[src/rtl/dma_pkg.sv]
package dma_pkg;
  localparam logic [1:0] DIR_D2M = 2'd0;
  localparam logic [1:0] DIR_M2D = 2'd1;
  localparam logic [1:0] DIR_M2M = 2'd2;

  localparam logic [2:0] SEL_CTRL = 3'd0;
  localparam logic [2:0] SEL_SRC  = 3'd1;
  localparam logic [2:0] SEL_DST  = 3'd2;
  localparam logic [2:0] SEL_CNT  = 3'd3;
  localparam logic [2:0] SEL_STAT = 3'd4;

  typedef enum logic [2:0] {
    ST_IDLE, ST_ARM, ST_REQ, ST_XFER, ST_RD, ST_WR, ST_DONE
  } dma_state_e;

  typedef struct packed {
    logic       burst;
    logic [1:0] dir;
  } dma_mode_t;
endpackage

[src/rtl/dma_regs.sv]
module dma_regs
  import dma_pkg::*;
#(
  parameter int AW    = 16,
  parameter int CW    = 16,
  parameter int REG_W = 32
) (
  input  logic             clk_i,
  input  logic             rst_ni,
  input  logic             we_i,
  input  logic [2:0]       sel_i,
  input  logic [REG_W-1:0] wdata_i,
  input  logic             busy_i,
  input  logic             done_i,
  output logic             start_o,
  output dma_mode_t        mode_o,
  output logic [AW-1:0]    src_o,
  output logic [AW-1:0]    dst_o,
  output logic [CW-1:0]    cnt_o,
  output logic             irq_o,
  output logic [REG_W-1:0] rdata_o
);
  dma_mode_t     mode_q;
  logic [AW-1:0] src_q, dst_q;
  logic [CW-1:0] cnt_q;
  logic          irq_q;
  logic          clr_w, ctrl_wr;
  logic          unused_wdata;

  assign unused_wdata = ^wdata_i;
  assign ctrl_wr = we_i && (sel_i == SEL_CTRL) && !busy_i;
  assign clr_w   = we_i && (sel_i == SEL_STAT) && wdata_i[0];
  assign start_o = ctrl_wr && wdata_i[0];

  always_ff @(posedge clk_i or negedge rst_ni) begin
    if (!rst_ni) begin
      mode_q <= '0;
      src_q  <= '0;
      dst_q  <= '0;
      cnt_q  <= '0;
      irq_q  <= 1'b0;
    end else begin
      if (ctrl_wr) mode_q <= '{burst: wdata_i[3], dir: wdata_i[2:1]};
      if (we_i && sel_i == SEL_SRC) src_q <= wdata_i[AW-1:0];
      if (we_i && sel_i == SEL_DST) dst_q <= wdata_i[AW-1:0];
      if (we_i && sel_i == SEL_CNT) cnt_q <= wdata_i[CW-1:0];
      if (done_i)     irq_q <= 1'b1;
      else if (clr_w) irq_q <= 1'b0;
    end
  end

  always_comb begin
    rdata_o = '0;
    unique case (sel_i)
      SEL_CTRL: rdata_o[3:0]    = {mode_q.burst, mode_q.dir, 1'b0};
      SEL_SRC:  rdata_o[AW-1:0] = src_q;
      SEL_DST:  rdata_o[AW-1:0] = dst_q;
      SEL_CNT:  rdata_o[CW-1:0] = cnt_q;
      SEL_STAT: rdata_o[1:0]    = {busy_i, irq_q};
      default:  rdata_o = '0;
    endcase
  end

  assign mode_o = mode_q;
  assign src_o  = src_q;
  assign dst_o  = dst_q;
  assign cnt_o  = cnt_q;
  assign irq_o  = irq_q;


  irq_sticky_chk: assert property (@(posedge clk_i) disable iff (!rst_ni)
    irq_q && !clr_w |=> irq_q);

  mode_lock_chk: assert property (@(posedge clk_i) disable iff (!rst_ni)
    busy_i |=> $stable(mode_q));
endmodule

[src/rtl/dma_ptr.sv]
module dma_ptr #(
  parameter int AW = 16,
  parameter int CW = 16
) (
  input  logic          clk_i,
  input  logic          rst_ni,
  input  logic          load_i,
  input  logic [AW-1:0] src_i,
  input  logic [AW-1:0] dst_i,
  input  logic [CW-1:0] cnt_i,
  input  logic          step_src_i,
  input  logic          step_dst_i,
  input  logic          step_cnt_i,
  output logic [AW-1:0] src_o,
  output logic [AW-1:0] dst_o,
  output logic          last_o
);
  logic [AW-1:0] src_q, dst_q;
  logic [CW-1:0] cnt_q;

  always_ff @(posedge clk_i or negedge rst_ni) begin
    if (!rst_ni) begin
      src_q <= '0;
      dst_q <= '0;
      cnt_q <= '0;
    end else if (load_i) begin
      src_q <= src_i;
      dst_q <= dst_i;
      cnt_q <= cnt_i;
    end else begin
      if (step_src_i) src_q <= src_q + 1'b1;
      if (step_dst_i) dst_q <= dst_q + 1'b1;
      if (step_cnt_i) cnt_q <= cnt_q - 1'b1;
    end
  end

  assign src_o  = src_q;
  assign dst_o  = dst_q;
  assign last_o = (cnt_q == CW'(1));


  cnt_floor_chk: assert property (@(posedge clk_i) disable iff (!rst_ni)
    step_cnt_i |-> cnt_q != '0);
endmodule

[src/rtl/dma_fsm.sv]
module dma_fsm
  import dma_pkg::*;
(
  input  logic      clk_i,
  input  logic      rst_ni,
  input  logic      start_i,
  input  logic      cnt_zero_i,
  input  dma_mode_t mode_i,
  input  logic      gnt_i,
  input  logic      dev_ready_i,
  input  logic      last_i,
  output logic      bus_req_o,
  output logic      mem_re_o,
  output logic      mem_we_o,
  output logic      dev_ack_o,
  output logic      sel_dst_o,
  output logic      load_o,
  output logic      step_src_o,
  output logic      step_dst_o,
  output logic      step_cnt_o,
  output logic      done_o,
  output logic      busy_o
);
  dma_state_e st_q, st_d;
  logic d2m, m2m, byte_end;

  assign d2m = (mode_i.dir == DIR_D2M);
  assign m2m = mode_i.dir[1];

  always_ff @(posedge clk_i or negedge rst_ni) begin
    if (!rst_ni) st_q <= ST_IDLE;
    else         st_q <= st_d;
  end

  always_comb begin
    st_d       = st_q;
    bus_req_o  = 1'b0;
    mem_re_o   = 1'b0;
    mem_we_o   = 1'b0;
    dev_ack_o  = 1'b0;
    sel_dst_o  = 1'b0;
    load_o     = 1'b0;
    step_src_o = 1'b0;
    step_dst_o = 1'b0;
    step_cnt_o = 1'b0;
    done_o     = 1'b0;
    byte_end   = 1'b0;
    unique case (st_q)
      ST_IDLE: if (start_i) begin
        load_o = 1'b1;
        st_d   = cnt_zero_i ? ST_DONE : ST_ARM;
      end
      // device readiness is awaited off the bus in this state
      ST_ARM: if (m2m || dev_ready_i) st_d = ST_REQ;
      ST_REQ: begin
        bus_req_o = 1'b1;
        if (gnt_i) st_d = d2m ? ST_XFER : ST_RD;
      end
      ST_XFER: begin
        bus_req_o = 1'b1;
        if (gnt_i && dev_ready_i) begin
          mem_we_o   = 1'b1;
          dev_ack_o  = 1'b1;
          sel_dst_o  = 1'b1;
          step_dst_o = 1'b1;
          step_cnt_o = 1'b1;
          byte_end   = 1'b1;
        end
      end
      ST_RD: begin
        bus_req_o = 1'b1;
        if (gnt_i && (m2m || dev_ready_i)) begin
          mem_re_o = 1'b1;
          st_d     = ST_WR;
        end
      end
      ST_WR: begin
        bus_req_o = 1'b1;
        if (gnt_i && m2m) begin
          mem_we_o   = 1'b1;
          sel_dst_o  = 1'b1;
          step_src_o = 1'b1;
          step_dst_o = 1'b1;
          step_cnt_o = 1'b1;
          byte_end   = 1'b1;
        end else if (gnt_i && dev_ready_i) begin
          dev_ack_o  = 1'b1;
          step_src_o = 1'b1;
          step_cnt_o = 1'b1;
          byte_end   = 1'b1;
        end
      end
      ST_DONE: begin
        done_o = 1'b1;
        st_d   = ST_IDLE;
      end
      default: st_d = ST_IDLE;
    endcase
    if (byte_end) begin
      if (last_i)             st_d = ST_DONE;
      else if (!mode_i.burst) st_d = ST_ARM;
      else                    st_d = d2m ? ST_XFER : ST_RD;
    end
  end

  assign busy_o = (st_q != ST_IDLE);


  strobe_in_grant_chk: assert property (@(posedge clk_i) disable iff (!rst_ni)
    (mem_re_o || mem_we_o || dev_ack_o) |-> (bus_req_o && gnt_i));

  req_hold_chk: assert property (@(posedge clk_i) disable iff (!rst_ni)
    bus_req_o && !gnt_i |=> bus_req_o);

  dev_ready_chk: assert property (@(posedge clk_i) disable iff (!rst_ni)
    dev_ack_o |-> dev_ready_i);

  steal_release_chk: assert property (@(posedge clk_i) disable iff (!rst_ni)
    byte_end && !mode_i.burst |=> !bus_req_o);

  burst_hold_chk: assert property (@(posedge clk_i) disable iff (!rst_ni)
    byte_end && mode_i.burst && !last_i |=> bus_req_o);

  zero_count_chk: assert property (@(posedge clk_i) disable iff (!rst_ni)
    (st_q == ST_IDLE) && start_i && cnt_zero_i |=> done_o && !bus_req_o);
endmodule

[src/rtl/dma_chan.sv]
module dma_chan
  import dma_pkg::*;
#(
  parameter int AW    = 16,
  parameter int CW    = 16,
  parameter int DW    = 8,
  parameter int REG_W = 32
) (
  input  logic             clk_i,
  input  logic             rst_ni,
  input  logic             cfg_we_i,
  input  logic [2:0]       cfg_sel_i,
  input  logic [REG_W-1:0] cfg_wdata_i,
  output logic [REG_W-1:0] cfg_rdata_o,
  output logic             irq_o,
  output logic             busy_o,
  output logic             bus_req_o,
  input  logic             bus_gnt_i,
  output logic [AW-1:0]    mem_addr_o,
  output logic             mem_re_o,
  output logic             mem_we_o,
  output logic [DW-1:0]    mem_wdata_o,
  input  logic [DW-1:0]    mem_rdata_i,
  input  logic             dev_ready_i,
  output logic             dev_ack_o,
  input  logic [DW-1:0]    dev_rdata_i,
  output logic [DW-1:0]    dev_wdata_o
);
  dma_mode_t     mode;
  logic [AW-1:0] cfg_src, cfg_dst, cur_src, cur_dst;
  logic [CW-1:0] cfg_cnt;
  logic start, done, busy, last, load, sel_dst;
  logic step_src, step_dst, step_cnt;

  dma_regs #(.AW(AW), .CW(CW), .REG_W(REG_W)) u_regs (
    .clk_i, .rst_ni,
    .we_i(cfg_we_i), .sel_i(cfg_sel_i), .wdata_i(cfg_wdata_i),
    .busy_i(busy), .done_i(done), .start_o(start), .mode_o(mode),
    .src_o(cfg_src), .dst_o(cfg_dst), .cnt_o(cfg_cnt),
    .irq_o(irq_o), .rdata_o(cfg_rdata_o)
  );

  dma_ptr #(.AW(AW), .CW(CW)) u_ptr (
    .clk_i, .rst_ni, .load_i(load),
    .src_i(cfg_src), .dst_i(cfg_dst), .cnt_i(cfg_cnt),
    .step_src_i(step_src), .step_dst_i(step_dst), .step_cnt_i(step_cnt),
    .src_o(cur_src), .dst_o(cur_dst), .last_o(last)
  );

  dma_fsm u_fsm (
    .clk_i, .rst_ni, .start_i(start), .cnt_zero_i(cfg_cnt == '0),
    .mode_i(mode), .gnt_i(bus_gnt_i), .dev_ready_i(dev_ready_i),
    .last_i(last), .bus_req_o(bus_req_o), .mem_re_o(mem_re_o),
    .mem_we_o(mem_we_o), .dev_ack_o(dev_ack_o), .sel_dst_o(sel_dst),
    .load_o(load), .step_src_o(step_src), .step_dst_o(step_dst),
    .step_cnt_o(step_cnt), .done_o(done), .busy_o(busy)
  );

  assign mem_addr_o  = sel_dst ? cur_dst : cur_src;
  assign mem_wdata_o = (mode.dir == DIR_D2M) ? dev_rdata_i : mem_rdata_i;
  assign dev_wdata_o = mem_rdata_i;
  assign busy_o      = busy;
endmodule

[config.mk]
export PLATFORM = sky130hd
export DESIGN_NAME = dma_chan
export DESIGN_NICKNAME = d
export VERILOG_FILES = /design/src/rtl/dma_pkg.sv /design/src/rtl/dma_regs.sv /design/src/rtl/dma_ptr.sv /design/src/rtl/dma_fsm.sv /design/src/rtl/dma_chan.sv
export SDC_FILE = /design/constraint.sdc
export NUM_CORES = 1
export LEC_CHECK = 0
export BUFFER_PORTS_ARGS = -buffer_cell sky130_fd_sc_hd__buf_4
export CORE_UTILIZATION = 49
export DETAILED_ROUTE_END_ITERATION = 6
export PLACE_DENSITY_LB_ADDON = 0.2
export REMOVE_ABC_BUFFERS = 1
export SYNTH_ARGS = -nofsm -noshare
export SYNTH_HDL_FRONTEND = slang
export SYNTH_SLANG_ARGS = --single-unit
[constraint.sdc]
create_clock -name clk_i -period 2.35 [get_ports clk_i]
set_clock_uncertainty 0.1 [all_clocks]
set_input_delay 0.235 -clock clk_i [delete_from_list [all_inputs] [get_ports clk_i]]
set_output_delay 0.235 -clock clk_i [all_outputs]
set_load 0.01 [all_outputs]
* Word-level counts from Yosys, hierarchy flattened
Index checks and enable logic that the tools add are counted.
Word-level totals: register bits 103, bits of input ports 56, output and inout port bits 70, word-level logic and storage cells 91
Cells by class: add/sub/neg operators 3, equal/unequal tests 16, mux-type cells 37, reduce and logical (&&, ||, !) cells 25
Operators by type and width (count):
- $mux W16 | 7
- $pmux W12 S3 | 1
- $add A16 B1 Y16 const B | 2
- $mux W3 | 9
- $eq A16 B1 Y1 const B | 1
- $logic_not A16 Y1 | 1
- $sub A16 B1 Y16 const B | 1
- $pmux W3 S5 | 1
- $mux W1 | 13
- $eq A3 B2 Y1 const B | 4
- $eq A3 B3 Y1 const B | 4
- $logic_and A1 B1 Y1 | 11
- $pmux W2 S5 | 1
- $mux W8 | 1
- $pmux W2 S4 | 1
- $reduce_bool A2 Y1 | 4
- $eq A3 B1 Y1 const B | 2
- $logic_not A3 Y1 | 2
- $ne A3 B2 Y1 const B | 2
- $ne A3 B3 Y1 const B | 2
- $pmux W1 S2 | 3
- $reduce_and A5 Y1 | 1
- $reduce_or A4 Y1 | 1
- $reduce_bool A3 Y1 | 1
- 5 further kinds | 5

* Longest topological paths before layout
word-level depth 7, depth in mapped cells 9, depth with buffers taken out 6

* Modules after synthesis
From an unflattened synthesis, not the netlist that was laid out.
Unflattened totals: cell total of the unflattened synthesis 602, area total of the unflattened synthesis 6277.3 um2
By module, submodules not included:
- dma_ptr | times used 1, cells each 311, area an instance 2780.2 um2, seq. area each 1201.2 um2
- dma_regs | times used 1, cells each 193, area an instance 2606.2 um2, seq. area each 1301.2 um2
- dma_fsm | times used 1, cells each 58, area an instance 446.7 um2, seq. area each 75.1 um2
- dma_chan | times used 1, cells each 40, area an instance 444.2 um2, seq. area each 0.0 um2

* Least setup slack after synthesis
No wires, ideal clock.
path kind reg-to-reg, start point reg u_ptr.cnt_q[2], end point reg u_ptr.cnt_q[13], setup time 0.126 ns, arrival time 1.842 ns, data required time 2.124 ns, path slack 0.282 ns, stages on the path, launching flop included 6, path buffers 0, period minus slack after synthesis 2.068 ns, cell sequence dfrtp_1 -> or4_4 -> nor3_4 -> nand3_4 -> o311a_1 -> a221o_1
Between the ends: cells in the longest elaborated chain, start to end 3
Ends and longest elaborated chain:
- from (decl) | RTL line dma_ptr.sv:19 | logic [CW-1:0] cnt_q;
- from (signal assigned) | RTL line dma_ptr.sv:29 | cnt_q <= cnt_i;
- from (signal assigned) | RTL line dma_ptr.sv:33 | if (step_cnt_i) cnt_q <= cnt_q - 1'b1;
- $sub A16 B1 Y16 | RTL line dma_ptr.sv:33
- $mux W16 | RTL line dma_ptr.sv:33
- $mux W16 | RTL line dma_ptr.sv:26 | end else if (load_i) begin
No other way between the ends. The select of a mux whose other input is x is not followed. A chain may end at the register's enable or synchronous reset.

* Final worst setup path
Ends and elaborated chain as after synthesis.

==> results.yml <==
outcome:
  status: "finished, final reports clean"
critical_path:
  arrival_ns: 2.38
  start_kind: "flip-flop"
  timing.rr.start: "u_ptr.cnt_q[2]"
  crit_type: "flip-flop to flip-flop"
  cp_data_required_time_ns: 2.48
  rr_worst_depth: 5
  worst_setup_path_end_kind: "flip-flop"
  startpoint: "u_ptr.cnt_q[2]"
  cp_max_fo: 7
pwr:
  peakVddDrop_v: 0.000451
  internal_power_w: 0.00467
  power_density_nw_per_um2: 1010
  p_comb_frac: 0.356
  sw_frac_of_total: 0.362
  total_power_w: 0.00732
  leakagePower_nw: 3.24
  seqPwrFrac: 0.425
  clockPowerShare: 0.219
  p_sw_w: 0.00265
routing:
  first_iter_violations: 476
  postRouteWirelength_mm: 16.3
  wl_per_cell_um: 18.5
  vias_per_cell: 5.90
  ant_nets: 0
  drtPass1Iterations: 5
  vias: 5202
  drc: 0
place:
  hpwl_mm: 12.1
  port_buffers: 93
  place.gp.congestion: 0.931
  placed_area_sq_um: 6920
  dpl_worst_slack_ns: 0.0634
timing:
  fmax_ghz: 0.444
  relSlewSlack: 0.502
  finalHoldViolCount: 0
  worstMarginPinSlew_ns: 0.747
  rsz0062_at_grt: "false"
  setup_viol: 0
  setup_tns_ns: 0
  drv_slew: 0
  fin_crit_ns: 2.25
  timing.hold.ws_ns: 0.0408
  finalWorstSetupSlack_ns: 0.0972
  period_share: 0.959
global_routing:
  grt_usage: 0.267
  grt_pass1_vias: 5088
  overflow: 0
  grt_pass1_wl_mm: 26.5
  grt_start_max_net_pins: 55
  antenna_found_initial: 0
clock_network:
  htreeDepth: 3
  cts_buffer_depth: 2
  cts.sinks: 103
  cts-root-buf: "clkbuf_16"
  clk_pin_slew_ns: 0.07
  cts_tree: "yes"
  cts_buffers: 9
  insertion_delay_ns: 0.35
floorplanning:
  die_y_um: 113
  die_area_sq_um: 12800
  ioPinCount: 126
  rows: 40
  die_w_um: 113
  core_area_sq_um: 12000
  initial_core_util: 0.504
final_layout:
  layout_common_cells: "buf_4, nand2_1, dfrtp_1"
  multi_input_area_sq_um: 3190
  layout.nets: 790
  final_common_cell: "buf_4"
  antenna_cells: 0
  drive_gt1_frac: 0.305
  seq_area_sq_um: 2580
  design_area_sq_um: 7260
  area_growth_pct: 19.8
  fillers: 1038
worst_hold_path:
  whs_path_depth: 2
  hold_class: "input port to flip-flop"
  hold_start: "cfg_wdata_i[9]"
logic_synthesis:
  yosysWarningCount: 0
  synth_edf_count: 0
  async_flop_share: 1.00
  synth_ff_type: "dfrtp_1"
  synth_seq_cells: 103
  netlist_instances: 638
  ys_types: 60
  netlist_area_sq_um: 6060
  yosysSeqAreaShare: 0.425
  syn_area_per_cell_sq_um: 9.50
job:
  max_cap_violations: 0
final cells by class:
class,count,share of cell area
multi-input cells,483,0.439
flip-flops and latches,103,0.355
repair buffers,123,0.133
clock buffers,10,0.0315
well taps,147,0.0253
clock inverters,6,0.0117
inverters,9,0.00465
state kept, by name, summed over array words and instances, names as in the netlist:
| name | flops |
|---|---|
| u_regs.irq_o | 1 |
| u_regs.mode_o | 3 |
| u_regs.cnt_o | 16 |
| u_ptr.cnt_q | 16 |
| u_ptr.dst_o | 16 |
| u_ptr.src_o | 16 |
| u_regs.src_o | 16 |
| u_fsm.st_q | 3 |
| u_regs.dst_o | 16 |
kinds of logic (layout without fill, tap and decap cells):
kind of cell | count (synthesis) | count (layout) | synth area share
buf+inv | 67 | 148 | 0.0599
compound gates | 105 | 105 | 0.120
other cells | 1 | 16 | 0.000619
flops | 103 | 103 | 0.425
simple gates | 260 | 260 | 0.207
fa+ha+maj | 5 | 5 | 0.0103
mux | 76 | 76 | 0.147
xor+xnor | 21 | 21 | 0.0304
metal layers:
layer | up-vias | track usage | part of all wire
met3 | 23 | 0.0428 | 0.056
met2 | 186 | 0.427 | 0.48
met1 | 2555 | 0.375 | 0.44
met4 | 0 | 0.0789 | 0.023
li1 | 2438 | - | -
met5 | - | 0 | 0
cell usage after synthesis (8+ instances only):
library cell,instances,area [sq um]
a21oi_1,25,125
and4_1,8,70.1
buf_2,17,85.1
buf_4,24,180
clkbuf_1,10,37.5
dfrtp_1,103,2580
inv_1,8,30.0
mux2_2,73,822
nand2_1,110,413
nand3_1,24,120
nand4_1,12,75.1
nor2_1,51,191
nor3_1,9,45.0
o211ai_1,9,67.6
o21ai_0,22,110
o311ai_0,8,70.1
xnor2_1,9,78.8
xor2_1,12,105
worst max-delay path: stages, from the launching register on:
cell and delay [ns]:
dfrtp_1 0.45, or4_4 0.58, nor3_4 0.25, nand3_4 0.14
o311a_1 0.36, a221o_1 0.26
path summary, 6_finish.rpt:
check | slack (ns) | endpoint
worst max-delay path | 0.1 | u_ptr.cnt_q[13]
worst min-delay path | 0.04 | u_regs.dst_o[9]
worst max register to register | 0.1 | u_ptr.cnt_q[13]
worst min register to register | 0.42 | u_ptr.src_o[10]
max in group asynchronous | 1.15 | u_ptr.cnt_q[13]
min in group asynchronous | 0.39 | u_fsm.st_q[1]
per-stage QoR:
stage / cells / util
after floorplan: 595 / -
after global placement: 863 / 0.576
after detailed placement: 863 / 0.576
after CTS: 880 / 0.603
after global routing: 881 / 0.604
final: 881 / 0.604
timing repair:
action | CTS | global route
hold endpoints to repair | 52 | 0
resized for setup | 1 | 3
hold buffers | 1 | 0
endpoints found under the setup margin | 10 | 13
setup buffers | 0 | 1
pin swaps | 0 | 0
power by group through the flow:
stage	clock (W)	sequential, W	combinational, W
3_5_place_dp	0	0.00312	0.00258
4_1_cts	0.00163	0.00309	0.00260
5_1_grt	0.00169	0.00321	0.00290
6_report	0.00160	0.00311	0.00260
2_1_floorplan	0	0.00291	0.00166
3_3_place_gp	0	0.00308	0.00253
(Power assumes the default switching activity.)
